--- src/rtl/spixPkg.sv ---
package spixPkg;
  typedef enum logic [1:0] {BANK_FREE, BANK_BUILD, BANK_FULL} bankStateT;

  typedef struct packed {
    logic open;
    logic bank;
  } ctrlStrobeT;
endpackage

--- src/rtl/spixEdgeSync.sv ---
module spixEdgeSync #(
  parameter int NUM_PIX     = 16,
  parameter int SYNC_STAGES = 2
) (
  input  logic               clk,
  input  logic               rstN,
  input  logic [NUM_PIX-1:0] discIn,
  output logic [NUM_PIX-1:0] level,
  output logic [NUM_PIX-1:0] rise,
  output logic [NUM_PIX-1:0] fall
);
  logic [NUM_PIX-1:0] prevQ;

  for (genvar i = 0; i < NUM_PIX; i++) begin : syncG
    logic [SYNC_STAGES-1:0] chainQ;
    always_ff @(posedge clk or negedge rstN) begin
      if (!rstN) chainQ <= '0;
      else       chainQ <= {chainQ[SYNC_STAGES-2:0], discIn[i]};
    end
    assign level[i] = chainQ[SYNC_STAGES-1];
  end

  always_ff @(posedge clk or negedge rstN) begin
    if (!rstN) prevQ <= '0;
    else       prevQ <= level;
  end

  assign rise = level & ~prevQ;
  assign fall = ~level & prevQ;
endmodule

--- src/rtl/spixDatapath.sv ---
module spixDatapath
  import spixPkg::*;
#(
  parameter int NUM_PIX = 16,
  parameter int TS_W    = 12,
  parameter int TOT_W   = 4
) (
  input  logic                     clk,
  input  logic                     rstN,
  input  ctrlStrobeT               strobe,
  input  logic [NUM_PIX-1:0]       rise,
  input  logic [NUM_PIX-1:0]       fall,
  input  logic [NUM_PIX-1:0]       level,
  input  logic [TS_W-1:0]          bxCount,
  input  logic                     rdBank,
  output logic [1:0]               drained,
  output logic [TS_W-1:0]          hdrTime,
  output logic [NUM_PIX-1:0]       hdrHitMap,
  output logic [NUM_PIX*TOT_W-1:0] totFlat
);
  localparam logic [TOT_W-1:0] TOT_MAX = '1;

  for (genvar b = 0; b < 2; b++) begin : bankG
    logic [TS_W-1:0]    tsQ;
    logic [NUM_PIX-1:0] mapQ;
    logic [NUM_PIX-1:0] actQ;
    logic               openHere;

    assign openHere = strobe.open && (strobe.bank == 1'(b));

    always_ff @(posedge clk or negedge rstN) begin
      if (!rstN) begin
        tsQ  <= '0;
        mapQ <= '0;
        actQ <= '0;
      end else if (openHere) begin
        tsQ  <= bxCount;
        mapQ <= rise;
        actQ <= rise;
      end else begin
        actQ <= actQ & ~fall;
      end
    end

    assign drained[b] = ((actQ & ~fall) == '0);

    for (genvar p = 0; p < NUM_PIX; p++) begin : pixG
      logic [TOT_W-1:0] totQ;
      always_ff @(posedge clk or negedge rstN) begin
        if (!rstN)                                   totQ <= '0;
        else if (openHere)                           totQ <= rise[p] ? TOT_W'(1) : '0;
        else if (actQ[p] && level[p] && totQ != TOT_MAX) totQ <= totQ + 1'b1;
      end


      unmapped_tot_chk: assert property (@(posedge clk) disable iff (!rstN)
        !mapQ[p] |-> totQ == '0);
    end
  end

  assign hdrTime   = rdBank ? bankG[1].tsQ  : bankG[0].tsQ;
  assign hdrHitMap = rdBank ? bankG[1].mapQ : bankG[0].mapQ;

  for (genvar p = 0; p < NUM_PIX; p++) begin : outG
    assign totFlat[p*TOT_W +: TOT_W] = rdBank ? bankG[1].pixG[p].totQ : bankG[0].pixG[p].totQ;
  end
endmodule

--- src/rtl/spixControl.sv ---
module spixControl
  import spixPkg::*;
#(
  parameter int NUM_PIX = 16,
  parameter int LOST_W  = 8
) (
  input  logic               clk,
  input  logic               rstN,
  input  logic [NUM_PIX-1:0] rise,
  input  logic [1:0]         drained,
  input  logic               readDone,
  output ctrlStrobeT         strobe,
  output logic               rdBank,
  output logic               reqValid,
  output logic [LOST_W-1:0]  lostHits
);
  localparam int CNT_W = $clog2(NUM_PIX + 1);
  localparam int SUM_W = ((LOST_W > CNT_W) ? LOST_W : CNT_W) + 1;
  localparam logic [SUM_W-1:0] LOST_MAX = SUM_W'({LOST_W{1'b1}});

  bankStateT        bankState [2];
  logic             wrPtr;
  logic             rdPtr;
  logic             anyRise;
  logic             canAlloc;
  logic             accept;
  logic [CNT_W-1:0] dropCnt;
  logic [SUM_W-1:0] lostSum;

  assign anyRise  = |rise;
  assign canAlloc = (bankState[wrPtr] == BANK_FREE);
  assign strobe.open = anyRise && canAlloc;
  assign strobe.bank = wrPtr;
  assign reqValid = (bankState[rdPtr] == BANK_FULL);
  assign accept   = reqValid && readDone;
  assign rdBank   = rdPtr;

  assign dropCnt = (anyRise && !canAlloc) ? CNT_W'($countones(rise)) : '0;
  assign lostSum = SUM_W'(lostHits) + SUM_W'(dropCnt);

  always_ff @(posedge clk or negedge rstN) begin
    if (!rstN) begin
      wrPtr    <= 1'b0;
      rdPtr    <= 1'b0;
      lostHits <= '0;
      for (int b = 0; b < 2; b++) bankState[b] <= BANK_FREE;
    end else begin
      if (strobe.open) wrPtr <= ~wrPtr;
      if (accept)      rdPtr <= ~rdPtr;
      lostHits <= (lostSum > LOST_MAX) ? LOST_W'(LOST_MAX) : LOST_W'(lostSum);
      for (int b = 0; b < 2; b++) begin
        if (strobe.open && wrPtr == 1'(b))                  bankState[b] <= BANK_BUILD;
        else if (bankState[b] == BANK_BUILD && drained[b])  bankState[b] <= BANK_FULL;
        else if (accept && rdPtr == 1'(b))                  bankState[b] <= BANK_FREE;
      end
    end
  end


  lost_monotonic_chk: assert property (@(posedge clk) disable iff (!rstN)
    1'b1 |=> lostHits >= $past(lostHits));


  stray_done_chk: assert property (@(posedge clk) disable iff (!rstN)
    (!reqValid && readDone) |=> rdPtr == $past(rdPtr));


  order_chk: assert property (@(posedge clk) disable iff (!rstN)
    (bankState[rdPtr] == BANK_FREE) |-> (bankState[~rdPtr] == BANK_FREE));
endmodule

--- src/rtl/spixHitBuffer.sv ---
module spixHitBuffer
  import spixPkg::*;
#(
  parameter int NUM_PIX     = 16,
  parameter int TS_W        = 12,
  parameter int TOT_W       = 4,
  parameter int LOST_W      = 8,
  parameter int SYNC_STAGES = 2
) (
  input  logic                     clk,
  input  logic                     rstN,
  input  logic [NUM_PIX-1:0]       discIn,
  input  logic [TS_W-1:0]          bxCount,
  input  logic                     readDone,
  output logic                     reqValid,
  output logic [TS_W-1:0]          hdrTime,
  output logic [NUM_PIX-1:0]       hdrHitMap,
  output logic [NUM_PIX*TOT_W-1:0] totData,
  output logic [LOST_W-1:0]        lostHits
);
  logic [NUM_PIX-1:0] level;
  logic [NUM_PIX-1:0] rise;
  logic [NUM_PIX-1:0] fall;
  logic [1:0]         drained;
  logic               rdBank;
  ctrlStrobeT         strobe;

  spixEdgeSync #(.NUM_PIX(NUM_PIX), .SYNC_STAGES(SYNC_STAGES)) i_sync (
    .clk(clk), .rstN(rstN), .discIn(discIn),
    .level(level), .rise(rise), .fall(fall));

  spixControl #(.NUM_PIX(NUM_PIX), .LOST_W(LOST_W)) i_ctrl (
    .clk(clk), .rstN(rstN), .rise(rise), .drained(drained), .readDone(readDone),
    .strobe(strobe), .rdBank(rdBank), .reqValid(reqValid), .lostHits(lostHits));

  spixDatapath #(.NUM_PIX(NUM_PIX), .TS_W(TS_W), .TOT_W(TOT_W)) i_dp (
    .clk(clk), .rstN(rstN), .strobe(strobe), .rise(rise), .fall(fall),
    .level(level), .bxCount(bxCount), .rdBank(rdBank), .drained(drained),
    .hdrTime(hdrTime), .hdrHitMap(hdrHitMap), .totFlat(totData));


  hold_offer_chk: assert property (@(posedge clk) disable iff (!rstN)
    (reqValid && !readDone) |=> reqValid && $stable(hdrTime) && $stable(hdrHitMap) && $stable(totData));


  nonempty_map_chk: assert property (@(posedge clk) disable iff (!rstN)
    reqValid |-> hdrHitMap != '0);
endmodule

--- config.mk ---
export PLATFORM = sky130hd
export DESIGN_NAME = spixHitBuffer
export DESIGN_NICKNAME = d
export VERILOG_FILES = /design/src/rtl/spixPkg.sv /design/src/rtl/spixEdgeSync.sv /design/src/rtl/spixDatapath.sv /design/src/rtl/spixControl.sv /design/src/rtl/spixHitBuffer.sv
export SDC_FILE = /design/constraint.sdc
export NUM_CORES = 1
export LEC_CHECK = 0
export ABC_CLOCK_PERIOD_IN_PS = 5500
export BUFFER_PORTS_ARGS = -buffer_cell sky130_fd_sc_hd__buf_2
export CAP_MARGIN = 20
export CORE_MARGIN = 5
export CORE_UTILIZATION = 54
export DETAILED_ROUTE_END_ITERATION = 16
export PLACE_DENSITY = 0.84
export SETUP_SLACK_MARGIN = 0.1
export SLEW_MARGIN = 25
export SYNTH_ARGS = -nofsm -noshare
export SYNTH_HDL_FRONTEND = slang
export SYNTH_SLANG_ARGS = --single-unit
--- constraint.sdc ---
create_clock -name clk -period 5.5 [get_ports clk]
set_clock_uncertainty 0.1 [all_clocks]
set_input_delay 0.55 -clock clk [delete_from_list [all_inputs] [get_ports clk]]
set_output_delay 0.55 -clock clk [all_outputs]
set_load 0.1 [all_outputs]
* Yosys cells after proc, flatten, opt, wreduce, memory -nomap -nowiden
Cells that the tools add are included.
Storage, ports and cells: register bits 278, input port bits 31, output and inout port bits 101, word-level logic and storage cells 383
Cells by class: add/sub/neg operators 48, $lt $le $gt $ge 3, equality and inequality tests 35, muxes and demuxes 114, bitwise gates (word level) 11, reductions and logical operators 112
Operator list (count):
- two-way mux 4 bit | 80
- adder 4 x 1 -> 4 bit (second input constant) | 32
- inequality test 4 bit (second input constant) | 32
- logical AND 1 bit | 73
- bitwise AND 16 bit | 4
- nonzero test 2 bit | 32
- two-way mux 16 bit | 3
- inverter 16 bit | 3
- adder 5 bit | 7
- logical NOT 16 bit | 2
- two-way mux 2 bit | 12
- adder 1 x 1 -> 2 bit | 8
- two-way mux 1 bit | 16
- OR reduction 16 bit | 1
- two-way mux 12 bit | 1
- adder 8 x 5 -> 9 bit | 1
- greater-than comparator 9 x 8 -> 1 bit (second input constant) | 1
- two-way mux 8 bit | 1
- nonzero test 3 bit | 2
- two-way mux 5 bit | 1
- == test 2 x 1 -> 1 bit (second input constant) | 2
- >= comparator 2 bit (second input constant) | 2
- inverter 1 -> 2 bit | 2
- == test 2 bit (second input constant) | 1
- other kinds (3) | 4

* Longest topological paths before layout
Gate-level depths: netlist of run 1.
depth in word-level cells 11, gate-level depth with buffers 20

* Hierarchy
A second synthesis of run 1 with hierarchy kept.
Unflattened totals: cell total of the unflattened synthesis 1344, area, all modules 14058.5 sq um
Modules (own cells, without submodules):
- spixDatapath | instances 1, cells an instance 1114, area each 11153.2 sq um
- spixEdgeSync | instances 1, cells an instance 96, area each 1601.5 sq um
- spixControl | instances 1, cells an instance 134, area each 1303.8 sq um

* Worst setup path after synthesis of run 1
Ideal clock, no wire load.
path kind register to register, start reg i_sync.prevQ[15], end reg i_ctrl.lostHits[6], arrival 5.038 ns, setup slack 0.236 ns, stages on the path, launching flop included 21, buffers on the path 0, clock period less this slack 5.264 ns, cells stage by stage dfrtp_1 -> nand2b_1 -> inv_1 -> ha_1 -> inv_1 -> fa_1 -> inv_1 -> fa_1 -> fa_1 -> inv_1 -> fa_1 -> inv_1 -> ha_1 -> fa_1 -> and2_1 -> ha_1 -> a21o_1 -> a21oi_1 -> nor2b_1 -> o21ai_0 -> mux2_2
Between the ends: longest elaborated chain between the ends 10, elaborated cells on any way between the ends 12
Ends and longest elaborated chain:
- from (decl) | line spixEdgeSync.sv:12 | logic [NUM_PIX-1:0] prevQ;
- from (signal assigned) | line spixEdgeSync.sv:25 | else prevQ <= level;
- inverter 16 bit (*) | line spixEdgeSync.sv:28 | assign rise = level & ~prevQ;
- bitwise AND 16 bit (*) | line spixEdgeSync.sv:28
- named net i_ctrl.rise[15] | line spixControl.sv:9 | input logic [NUM_PIX-1:0] rise,
- adder 1 x 1 -> 2 bit (not written as such) | line spixControl.sv:38 | assign dropCnt = (anyRise && !canAlloc) ? CNT_W'($countones(rise)) : '0;
- adder 5 bit (not written as such) (3 in a row) | line spixControl.sv:38
- two-way mux 5 bit (*) | line spixControl.sv:38
- adder 8 x 5 -> 9 bit (*) | line spixControl.sv:39 | assign lostSum = SUM_W'(lostHits) + SUM_W'(dropCnt);
- greater-than comparator 9 x 8 -> 1 bit | line spixControl.sv:50 | lostHits <= (lostSum > LOST_MAX) ? LOST_W'(LOST_MAX) : LOST_W'(lostSum);
- two-way mux 8 bit (*) | line spixControl.sv:50
- to (signal assigned) | line spixControl.sv:50
- to (decl) | line spixControl.sv:15 | output logic [LOST_W-1:0] lostHits
The timed path passes the listed nets; every way through them passes the cells marked *. A chain may end at the register's enable or synchronous reset.

* Final worst setup path of run 1
start reg i_sync.prevQ[2], end reg i_ctrl.lostHits[6]
Same word-level chain as after synthesis.

==> results of run 1 <==
-- stage by stage --
| stage | util (%) | TNS, ns | setup slack [ns] | std cells |
|---|---|---|---|---|
| 6_report | 64.68 | 0 | 0.1873 | 1775 |
| 5_1_grt | 64.68 | 0 | 0.04485 | 1775 |
| 4_1_cts | 63.39 | 0 | 0.1061 | 1757 |
| 3_5_place_dp | 58.80 | -0.05625 | -0.04598 | 1695 |
| 3_3_place_gp | 58.52 | 0 | 0.08621 | 1692 |
| 2_1_floorplan | - | 0 | 0.2358 | 1260 |
-- critical path, stage by stage (launching register included) --
cell and delay, ns:
dfrtp_2 0.44, or2b_4 0.28, inv_1 0.11, ha_1 0.17
fa_1 0.43, fa_1 0.48, fa_1 0.55, inv_2 0.05
fa_1 0.51, inv_1 0.05, ha_2 0.18, fa_1 0.42
and2_1 0.15, ha_1 0.31, a21o_1 0.21, a21oi_2 0.19
nor2b_2 0.07, o21ai_1 0.17, mux2_4 0.31
-- placed cells by master (no fill, tap or decap), types with 10 or more instances in the layout --
master	count
mux2i_1	62
nand2b_4	10
a22oi_1	13
xnor2_1	34
fa_1	10
a31oi_1	35
o21ai_0	34
xor2_1	66
inv_1	28
buf_2	130
dfrtp_1	270
nand4_1	36
clkbuf_16	29
o22ai_1	30
nor2_1	102
nand2_1	242
ha_1	51
mux2_2	93
buf_4	34
nand2b_1	23
-- state kept, by name, indices dropped and copies added, names as in the netlist, 4 cells and up --
register and cells:
i_dp.bankG.pixG.totQ 128, i_dp.bankG.tsQ 24, i_sync.syncG.chainQ 32, i_ctrl.lostHits 8
i_sync.prevQ 16, i_dp.bankG.actQ 32, i_ctrl.bankState 4, i_dp.bankG.mapQ 32
-- cell type report --
cell class,instances,share of cell area (%)
repair buffers,176,6.742
multi-input cells,898,39.98
clock inverters,21,1.929
flip-flops and latches,278,43.16
well taps,330,2.557
inverters,39,0.9841
clock buffers,33,4.649
-- kinds of logic after synthesis --
logic type,count (synthesis)
compound gates,135
buf+inv,84
mux,156
xor+xnor,100
simple gates,437
fa+ha+maj,70
flops,278
-- path summary, 6_finish.rpt --
| kind | start | endpoint | slack, ns | cells past startpoint |
|---|---|---|---|---|
| worst max-delay path | i_sync.prevQ[2] | i_ctrl.lostHits[6] | 0.19 | 18 |
| worst min-delay path | discIn[14] | i_sync.syncG[14].chainQ[0] | 0.02 | 1 |
| worst max register to register | i_sync.prevQ[2] | i_ctrl.lostHits[6] | 0.19 | 18 |
| worst min register to register | i_sync.syncG[3].chainQ[0] | i_sync.syncG[3].chainQ[1] | 0.24 | 0 |
| max in group asynchronous | rstN | i_sync.syncG[15].chainQ[1] | 3.37 | 3 |
| min in group asynchronous | rstN | i_dp.bankG[0].pixG[11].totQ[3] | 0.53 | 2 |
-- per-layer routing --
metal,global-route usage (%),vias up,wire length [um]
met1,30.56,5013,13970
met5,0,-,0
met4,5.822,0,879
met2,37.74,322,16390
met3,3.083,59,1672
li1,-,4622,-
-- repair_timing --
action | CTS | global route
pin swaps | 2 | 13
buffers inserted | 2 | 16
hold buffers | 6 | 1
setup endpoints to repair | 7 | 8
endpoints found under the hold margin | 105 | 1
resized for setup | 3 | 46
==> key figures, run 1 <==
Status
  • Status: finished clean

Floorplan
  • Total core area: about 0.025 mm2
  • Height of the die: 168.5 um
  • Die Footprint: 0.02839 mm2
  • Io pins: 132
  • Cell row count: between 50 and 60
  • Die Wd: approximately 170 um
  • Starting Density: a little over half

STA
  • Crit path time final: 5.313 ns
  • RSZ-0062 raised after global routing: yes
  • Worst slew pin tran: 0.8135 ns
  • Peak Freq: between 0.15 and 0.2 GHz
  • WHS: 0.02430 ns
  • # setup viols final: 0
  • Pins over their slew limit: 0
  • Final Cycle Share: 96.59%
  • Slew HR: a little under half
  • Fin. Hold Viols: 0

Yosys
  • Cell taking the most area after synthesis: dfrtp_1
  • Synth Warn #: 0
  • Synthesized-area fraction occupied by adder cells: 7.121%
  • Netlist Area Pre-Place: 0.01356 mm2
  • Async set or reset register ratio after synthesis: 100.0%
  • Syn Nets: between 1k and 1.5k
  • Most numerous cell in the Yosys netlist: dfrtp_1
  • Yosys reg bits: approximately 280
  • Post-synthesis sequential area ratio: 51.29%
  • Mapped Avg Cell Area: 10.77 um2
  • Largest family of logic cells by synthesized area: simple AND/OR/NAND/NOR gates
  • Compound-Gate Fraction of Synth Area: 6.199%
  • Dominant cells by area after synthesis: dfrtp_1 (51%), mux2_2 (7.8%), nand2_1 (6.7%)
  • Primary FF master, synth: dfrtp_1
  • Simple-gate share of the synthesized area: between 10% and 20%
  • Post-synth EDFFs: 0
  • Synth Instances: 1260
  • Synth Area in XOR/XNOR: under 10%
  • Post-synthesis cell type count: 40
  • Yosys top cell area share: approximately 50%
  • Mux contribution to synthesized area: 12.38%
  • Synth top cells by count: dfrtp_1 (278), nand2_1 (242), nor2_1 (102)

Clock tree
  • CTS tree: done
  • Insertion delay to the later sink of the worst-skew pair: ~0.55 ns
  • CTS max path bufs: 3
  • Clock-pin slew of the registers on the worst-case setup and hold paths: approximately 0.070 ns
  • Cts bufs inserted: 29
  • CTS Sinks: 278
  • H-tree levels: 1
  • CTS Root Cell: clkbuf_16

Finish
  • FF+latch area: around 0.007 mm2
  • Fill cells: about 1.8k
  • Fraction of layout cells with a size suffix above 1: between 20% and 30%
  • Final instance area: roughly 0.016 mm2
  • Ant. Diodes: 0
  • Area growth syn-to-layout: 19.04%
  • Area of the multi-input gates: 0.006455 mm2
  • Fin nets: 1523

Route
  • Iteration-0 DRC Markers: 680
  • Vias: 10.02k
  • Pre-Repair DR Iteration Count: 5
  • DRC viols: 0
  • Vias/cell: 5.643
  • Final WL: 32920 um
  • Routed Antenna Nets: 0
  • WL/cell: about 19 um

Global routing
  • Initial antenna violation count: 0
  • Grt ovf: 0
  • Largest net degree at the start of global routing: 104
  • Overall Global Routing Usage: 22.28%
  • Vias in the first global route: approximately 10k
  • First-pass GRT wire length: between 50000 and 60000 um

Placement
  • Detail Placement HPWL: 21710 um
  • Placed cell area: 0.01468 mm2
  • Port Buffers: about 130
  • Routability cong.: 0.8474

Worst setup path
  • Critical path class: reg -> reg
  • Arrival time worst endpoint: 5.64 ns
  • Crit-path max FO: 3
  • Critical Path RT: 5.82 ns
  • Critical Path End Type: flip-flop
  • Worst setup SP type: flip-flop

Flow run
  • Max-cap viol count: 0

Hold path
  • Tightest Hold Check Type: in -> reg
Power of run 1 is not shown: default switching activity piles up to over one toggle a cycle in this logic, so the estimate is an artifact.
==> run 2, diff against run 1 <==
--- a/config.mk
+++ b/config.mk
@@ -8,6 +8,7 @@
 export ABC_CLOCK_PERIOD_IN_PS = 5500
 export BUFFER_PORTS_ARGS = -buffer_cell sky130_fd_sc_hd__buf_2
 export CAP_MARGIN = 20
+export CORE_ASPECT_RATIO = 1.4
 export CORE_MARGIN = 5
 export CORE_UTILIZATION = 54
 export DETAILED_ROUTE_END_ITERATION = 16
==> run 2 against run 1 <==
- first-iteration DRC count grew 2.6%
- global-route usage barely moved
- via count is 1.4% lower
- sequential share of layout area up 0.66 points
- fmax rose by 0.48%
- register-to-register slack improved by 0.03 ns
==> key figures, run 2 (synthesis gave the netlist of run 1 again) <==
Status
  • Status: finished clean (unchanged)

Route
  • Final WL: 31830 um (was 32920 um)
  • Vias/cell: 5.673 (was 5.643)
  • Pre-Repair DR Iteration Count: 5 (unchanged)
  • Iteration-0 DRC Markers: 698 (was 680)
  • Vias: 9871 (was 10.02k)
  • DRC viols: 0 (unchanged)
  • Routed Antenna Nets: 0 (unchanged)
  • WL/cell: 18.29 um (was 18.54 um)

Worst setup path
  • Worst setup SP type: flip-flop (unchanged)
  • Crit path to: i_ctrl.lostHits[6] (unchanged)
  • Critical path class: reg -> reg (unchanged)
  • Crit-path max FO: 4 (was 3)
  • Critical Path End Type: flip-flop (unchanged)
  • R2R Setup Slk: 0.21 ns (was 0.19 ns)
  • CP cell instances: nand2b_4, inv_4, ha_1, inv_1, fa_1, inv_2, fa_1, fa_1, inv_2, fa_1, inv_1, ha_2, fa_1, and2_4, ha_4, a21o_1, a21oi_2, nor2b_2, o21ai_1, mux2_4 (was or2b_4, inv_1, ha_1, fa_1, fa_1, fa_1, inv_2, fa_1, inv_1, ha_2, fa_1, and2_1, ha_1, a21o_1, a21oi_2, nor2b_2, o21ai_1, mux2_4)
  • Critical path's largest stage delay: 0.55 ns (about the same)
  • CP startpoint: i_sync.prevQ[10] (was i_sync.prevQ[2])
  • Critical Path RT: 5.82 ns (about the same)
  • CP most frequent cell: fa_1 (unchanged)
  • Reg-to-reg endpoint: i_ctrl.lostHits[6] (unchanged)
  • Arrival time worst endpoint: 5.60 ns (was 5.64 ns)
  • FF-to-FF Start: i_sync.prevQ[10] (was i_sync.prevQ[2])
  • Slowest cell on the critical path: fa_1 (unchanged)
  • R2R depth: 20 (was 18)

Floorplan
  • Die Wd: 144.0 um (was 168.5 um)
  • Die Footprint: 0.02843 mm2 (was 0.02839 mm2)
  • Height of the die: 197.5 um (was 168.5 um)
  • Cell row count: 68 (was 58)
  • Io pins: 132 (unchanged)
  • Total core area: 0.02476 mm2 (was 0.02496 mm2)
  • Starting Density: 54.79% (was 54.34%)

Clock tree
  • CTS tree: done (unchanged)
  • CTS max path bufs: 3 (unchanged)
  • Insertion delay to the later sink of the worst-skew pair: 0.54 ns (was 0.55 ns)
  • H-tree levels: 1 (unchanged)
  • CTS Sinks: 278 (unchanged)
  • CTS Root Cell: clkbuf_16 (unchanged)
  • Cts bufs inserted: 27 (was 29)
  • Clock-pin slew of the registers on the worst-case setup and hold paths: 0.07 ns (about the same)

STA
  • Post-route setup TNS: 0 ns (unchanged)
  • Final Cycle Share: 96.13% (was 96.59%)
  • Peak Freq: 0.1891 GHz (was 0.1882 GHz)
  • Fin. Hold Viols: 0 (unchanged)
  • RSZ-0062 raised after global routing: no (was yes)
  • Slew HR: 30.12% (was 45.77%)
  • Crit path time final: 5.287 ns (was 5.313 ns)
  • Worst slew pin tran: 1.048 ns (was 0.8135 ns)
  • Pins over their slew limit: 0 (unchanged)
  • # setup viols final: 0 (unchanged)

Finish
  • Max FFs per register: 128 (unchanged)
  • Fraction of layout cells with a size suffix above 1: 24.49% (was 25.26%)
  • Area growth syn-to-layout: 17.26% (was 19.04%)
  • Cell Count, Final, Fillers Out: 1740 (was 1775)
  • Top reg by flops: i_dp.bankG.pixG.totQ (unchanged)
  • Commonest cells after routing, fill and taps aside: dfrtp_1 (270), nand2_1 (242), buf_2 (130) (unchanged)
  • Fin nets: 1506 (was 1523)
  • Ant. Diodes: 0 (unchanged)
  • Fill cells: 1808 (was 1826)
  • Leading cell type in the layout, fill and taps excluded: dfrtp_1 (unchanged)

Global routing
  • First-pass GRT wire length: 51490 um (was 52060 um)
  • Largest net degree at the start of global routing: 134 (was 104)
  • Grt ovf: 0 (unchanged)
  • Met1 Resource Use GR: 27.87% (was 30.56%)
  • Met3 GRT Util: 3.148% (was 3.083%)
  • Overall Global Routing Usage: 22.25% (was 22.28%)
  • M2 GR Usage: 39.16% (was 37.74%)
  • Initial antenna violation count: 1 (was 0)
  • Most Crowded Layer GR: met2 (unchanged)
  • Vias in the first global route: 10.22k (was 10.00k)

Placement
  • Port Buffers: 131 (unchanged)
  • Routability cong.: 0.8399 (was 0.8474)
  • Inst Count DP: 1676 (was 1695)
  • Detail Placement HPWL: 21380 um (was 21710 um)

Flow run
  • Max-cap viol count: 0 (unchanged)

Hold path
  • Tightest Hold Check Type: in -> reg (unchanged)
-- run 2: cell types whose count changed in the layout (fill, tap and decap cells not counted), moves of 3 or more --
cell	delta
dlygate4sd3_1	-6
inv_6	-4
clkbuf_8	+5
inv_4	-4
clkinv_2	-4
clkinv_4	+3
buf_4	-7
-- run 2: repair_timing --
item	CTS	global route
setup buffers	1	12
endpoints found under the setup margin	4	7
endpoints found under the hold margin	0	39
pin swaps	0	10
gates resized for setup	3	37
hold buffers	0	1
-- run 2: metrics by stage --
stage          hold WS (ns)  utilization, %  setup slack (ns)  instance area [um2]
2_1_floorplan        0.1544               -            0.2358                13560
3_3_place_gp         0.2335           58.94            0.1054                14590
3_5_place_dp         0.2347           58.94           0.01723                14590
4_1_cts            0.004733           63.19            0.1093                15650
5_1_grt            0.007562           64.24           0.04263                15910
6_report            0.01958           64.24            0.2126                15910
-- run 2: how the worst min path moves through the flow --
stage | to | depth (start not counted) | startpoint | slack [ns]
floorplan | i_ctrl.bankState[0] | 0 | rstN | 0.15
global placement | i_sync.syncG[0].chainQ[1] | 0 | i_sync.syncG[0].chainQ[0] | 0.23
detailed placement | i_sync.syncG[0].chainQ[1] | 0 | i_sync.syncG[0].chainQ[0] | 0.23
CTS | i_sync.syncG[4].chainQ[0] | 1 | discIn[4] | 0.005
global route | i_sync.syncG[4].chainQ[0] | 1 | discIn[4] | 0.008
finish | i_sync.syncG[4].chainQ[0] | 1 | discIn[4] | 0.02
-- run 2: worst max-delay path: cells and delay by family, from the launching register on --
family	cells	cell delay (ns)
mux	1	0.31
flops	1	0.41
buf+inv	5	0.25
simple gates	3	0.41
fa+ha+maj	8	3.10
compound gates	3	0.60
-- run 2: metal layers --
metal | part of all wire [%] | wire [um] | up-vias
met3 | 4.5 | 1422 | 78
met5 | 0.022 | 7 | -
met1 | 41 | 12900 | 4937
met4 | 3.1 | 979 | 2
met2 | 52 | 16520 | 263
li1 | - | - | 4591
-- run 2: layout make-up --
type                            count  area (um2)  area share [%]
Timing Repair Buffer              161       925.9           5.821
Sequential cell                   278        6969           43.82
Tap cell                          315       394.1           2.478
Clock buffer                       34       762.0           4.791
Inverter                           39       148.9          0.9361
Multi-Input combinational cell    898        6434           40.45
Clock inverter                     15       271.5           1.707
Power of run 2 is left out for the same reason.
==> run 3, diff against run 2 <==
==> constraint.sdc (replaced) <==
create_clock -name clk -period 5.5 [get_ports clk]
set_clock_uncertainty 0.1 [all_clocks]
set_input_delay 1.1 -clock clk [delete_from_list [all_inputs] [get_ports clk]]
set_output_delay 1.1 -clock clk [all_outputs]
set_load 0.1 [all_outputs]
==> run 3 against run 2 <==
- worst hold slack improved by 0.23 ns
- global-route usage rose by 0.48 points
- first-iteration DRC count rose by 24%
- highest routed layer is now met4
- largest cell class unchanged
==> key figures, run 3 (synthesis gave the netlist of run 1 again) <==
Worst setup path
  • R2R Setup Slk: 0.21 ns (about the same)
  • Critical Path RT: 5.82 ns (about the same)
  • Buf/Inv on CP: 2 (was 5)
  • Critical Path End Type: flip-flop (unchanged)
  • Slowest cell on the critical path: fa_1 (unchanged)
  • CP most frequent cell: fa_1 (unchanged)
  • Crit-path max FO: 3 (was 4)
  • Arrival time worst endpoint: 5.61 ns (was 5.60 ns)
  • Critical path's largest stage delay: 0.58 ns (was 0.55 ns)
  • Critical path class: reg -> reg (unchanged)
  • CP top delay family: adder cells (unchanged)
  • CP cell instances: or2b_1, ha_1, fa_1, fa_2, fa_1, inv_2, fa_1, inv_1, ha_2, fa_1, and2_1, ha_1, a21o_1, a21oi_2, nor2b_2, o21ai_2, mux2_4 (was nand2b_4, inv_4, ha_1, inv_1, fa_1, inv_2, fa_1, fa_1, inv_2, fa_1, inv_1, ha_2, fa_1, and2_4, ha_4, a21o_1, a21oi_2, nor2b_2, o21ai_1, mux2_4)
  • Worst setup SP type: flip-flop (unchanged)

Finish
  • Top reg by flops: i_dp.bankG.pixG.totQ (unchanged)
  • Ant. Diodes: 0 (unchanged)
  • Fraction of layout cells with a size suffix above 1: 23.33% (was 24.49%)
  • Max FFs per register: 128 (unchanged)
  • Final instance area: 0.01583 mm2 (was 0.01591 mm2)
  • Leading cell type in the layout, fill and taps excluded: dfrtp_1 (unchanged)
  • Fin nets: 1504 (was 1506)
  • Area growth syn-to-layout: 16.70% (was 17.26%)
  • Commonest cells after routing, fill and taps aside: dfrtp_1 (275), nand2_1 (242), buf_2 (130) (was dfrtp_1 (270), nand2_1 (242), buf_2 (130))

STA
  • Pins over their slew limit: 0 (unchanged)
  • Slew HR: 37.80% (was 30.12%)
  • Worst slew pin tran: 0.9310 ns (was 1.048 ns)
  • Final Cycle Share: 96.14% (was 96.13%)
  • Final setup margin: 0.2123 ns (was 0.2126 ns)
  • RSZ-0062 raised after global routing: yes (was no)
  • Crit path time final: 5.288 ns (was 5.287 ns)
  • Peak Freq: 0.1891 GHz (about the same)
  • Fin. Hold Viols: 0 (unchanged)
  • # setup viols final: 0 (unchanged)

Route
  • Vias/cell: 5.662 (was 5.673)
  • Pre-Repair DR Iteration Count: 6 (was 5)
  • Vias: 9841 (was 9871)
  • Final WL: 31670 um (was 31830 um)
  • DRC viols: 0 (unchanged)
  • WL/cell: 18.22 um (was 18.29 um)
  • Routed Antenna Nets: 0 (unchanged)
  • Iteration-0 DRC Markers: 865 (was 698)

Placement
  • Port Buffers: 131 (unchanged)
  • Routability cong.: 0.8356 (was 0.8399)
  • Dpl ws: -0.001438 ns (was 0.01723 ns)
  • Placed cell area: 0.01465 mm2 (was 0.01459 mm2)
  • Detail Placement HPWL: 21910 um (was 21380 um)

Clock tree
  • Insertion delay to the later sink of the worst-skew pair: 0.53 ns (was 0.54 ns)
  • CTS max path bufs: 3 (unchanged)
  • Hold-fix buffers, CTS: 0 (unchanged)
  • Clock-pin slew of the registers on the worst-case setup and hold paths: 0.07 ns (about the same)
  • H-tree levels: 1 (unchanged)
  • CTS Root Cell: clkbuf_16 (unchanged)
  • Cts bufs inserted: 27 (unchanged)
  • CTS tree: done (unchanged)
  • CTS Sinks: 278 (unchanged)

Floorplan
  • Io pins: 132 (unchanged)
  • Die Wd: 144.0 um (unchanged)
  • Die Footprint: 0.02843 mm2 (unchanged)
  • Total core area: 0.02476 mm2 (unchanged)
  • Starting Density: 54.79% (unchanged)
  • Cell row count: 68 (unchanged)
  • Height of the die: 197.5 um (unchanged)

Hold path
  • Tightest Hold Check Type: reg -> reg (was in -> reg)

Global routing
  • Largest net degree at the start of global routing: 113 (was 134)
  • Overall Global Routing Usage: 22.74% (was 22.25%)
  • Initial antenna violation count: 0 (was 1)
  • Vias in the first global route: 10.30k (was 10.22k)
  • First-pass GRT wire length: 52540 um (was 51490 um)
  • Grt ovf: 0 (unchanged)

Flow run
  • Max-cap viol count: 0 (unchanged)

Status
  • Status: finished clean (unchanged)
## run 3: cell count changes in the layout (fill, tap and decap cells not counted), sizes merged
cell / delta
clkbuf: -5
inv: +3
bufinv: +2
clkinv: +2
clkinvlp: -2
buf: -1
dlygate4sd3: -1
## run 3: per-layer routing
| layer | track usage (%) | up-vias | share of wire, % |
|---|---|---|---|
| met5 | 0 | - | 0 |
| met4 | 8.304 | 0 | 3.6 |
| met3 | 2.713 | 73 | 4.0 |
| met2 | 39.18 | 248 | 52 |
| met1 | 29.44 | 4932 | 40 |
| li1 | - | 4588 | - |
## run 3: worst paths after layout
check / depth (start not counted) / startpoint / to
hold / removal: 0 / i_sync.syncG[8].chainQ[0] / i_sync.syncG[8].chainQ[1]
min in group asynchronous: 1 / rstN / i_dp.bankG[1].pixG[1].totQ[1]
setup / recovery: 17 / i_sync.prevQ[2] / i_ctrl.lostHits[6]
hold reg to reg: 0 / i_sync.syncG[8].chainQ[0] / i_sync.syncG[8].chainQ[1]
setup reg to reg: 17 / i_sync.prevQ[2] / i_ctrl.lostHits[6]
max in group asynchronous: 2 / rstN / i_dp.bankG[0].pixG[12].totQ[3]
## run 3: final cells by class
class                   count  area, um2
well taps                 315      394.1
clock inverters            20      362.8
fillers                  1808       8930
clock buffers              29      693.2
multi-input cells         898       6366
inverters                  39      146.4
flip-flops and latches    278       6963
repair buffers            159      903.4
## run 3: through the flow
step,utilization [%],setup TNS (ns),std cells,hold slack [ns]
floorplan,-,0,1260,0.2312
global placement,59.07,0,1680,0.2341
detailed placement,59.19,-0.001438,1682,0.2347
CTS,63.58,0,1734,0.2509
global route,63.93,0,1738,0.2583
finish,63.93,0,1738,0.2499
## run 3: timing repair
item / 4_1_cts / 5_1_grt
endpoints found under the setup margin: 2 / 7
resized for setup: 4 / 18
setup buffers: 3 / 4
gates cloned: 0 / 0
pin swaps: 0 / 7
Power of run 3 is left out for the same reason.
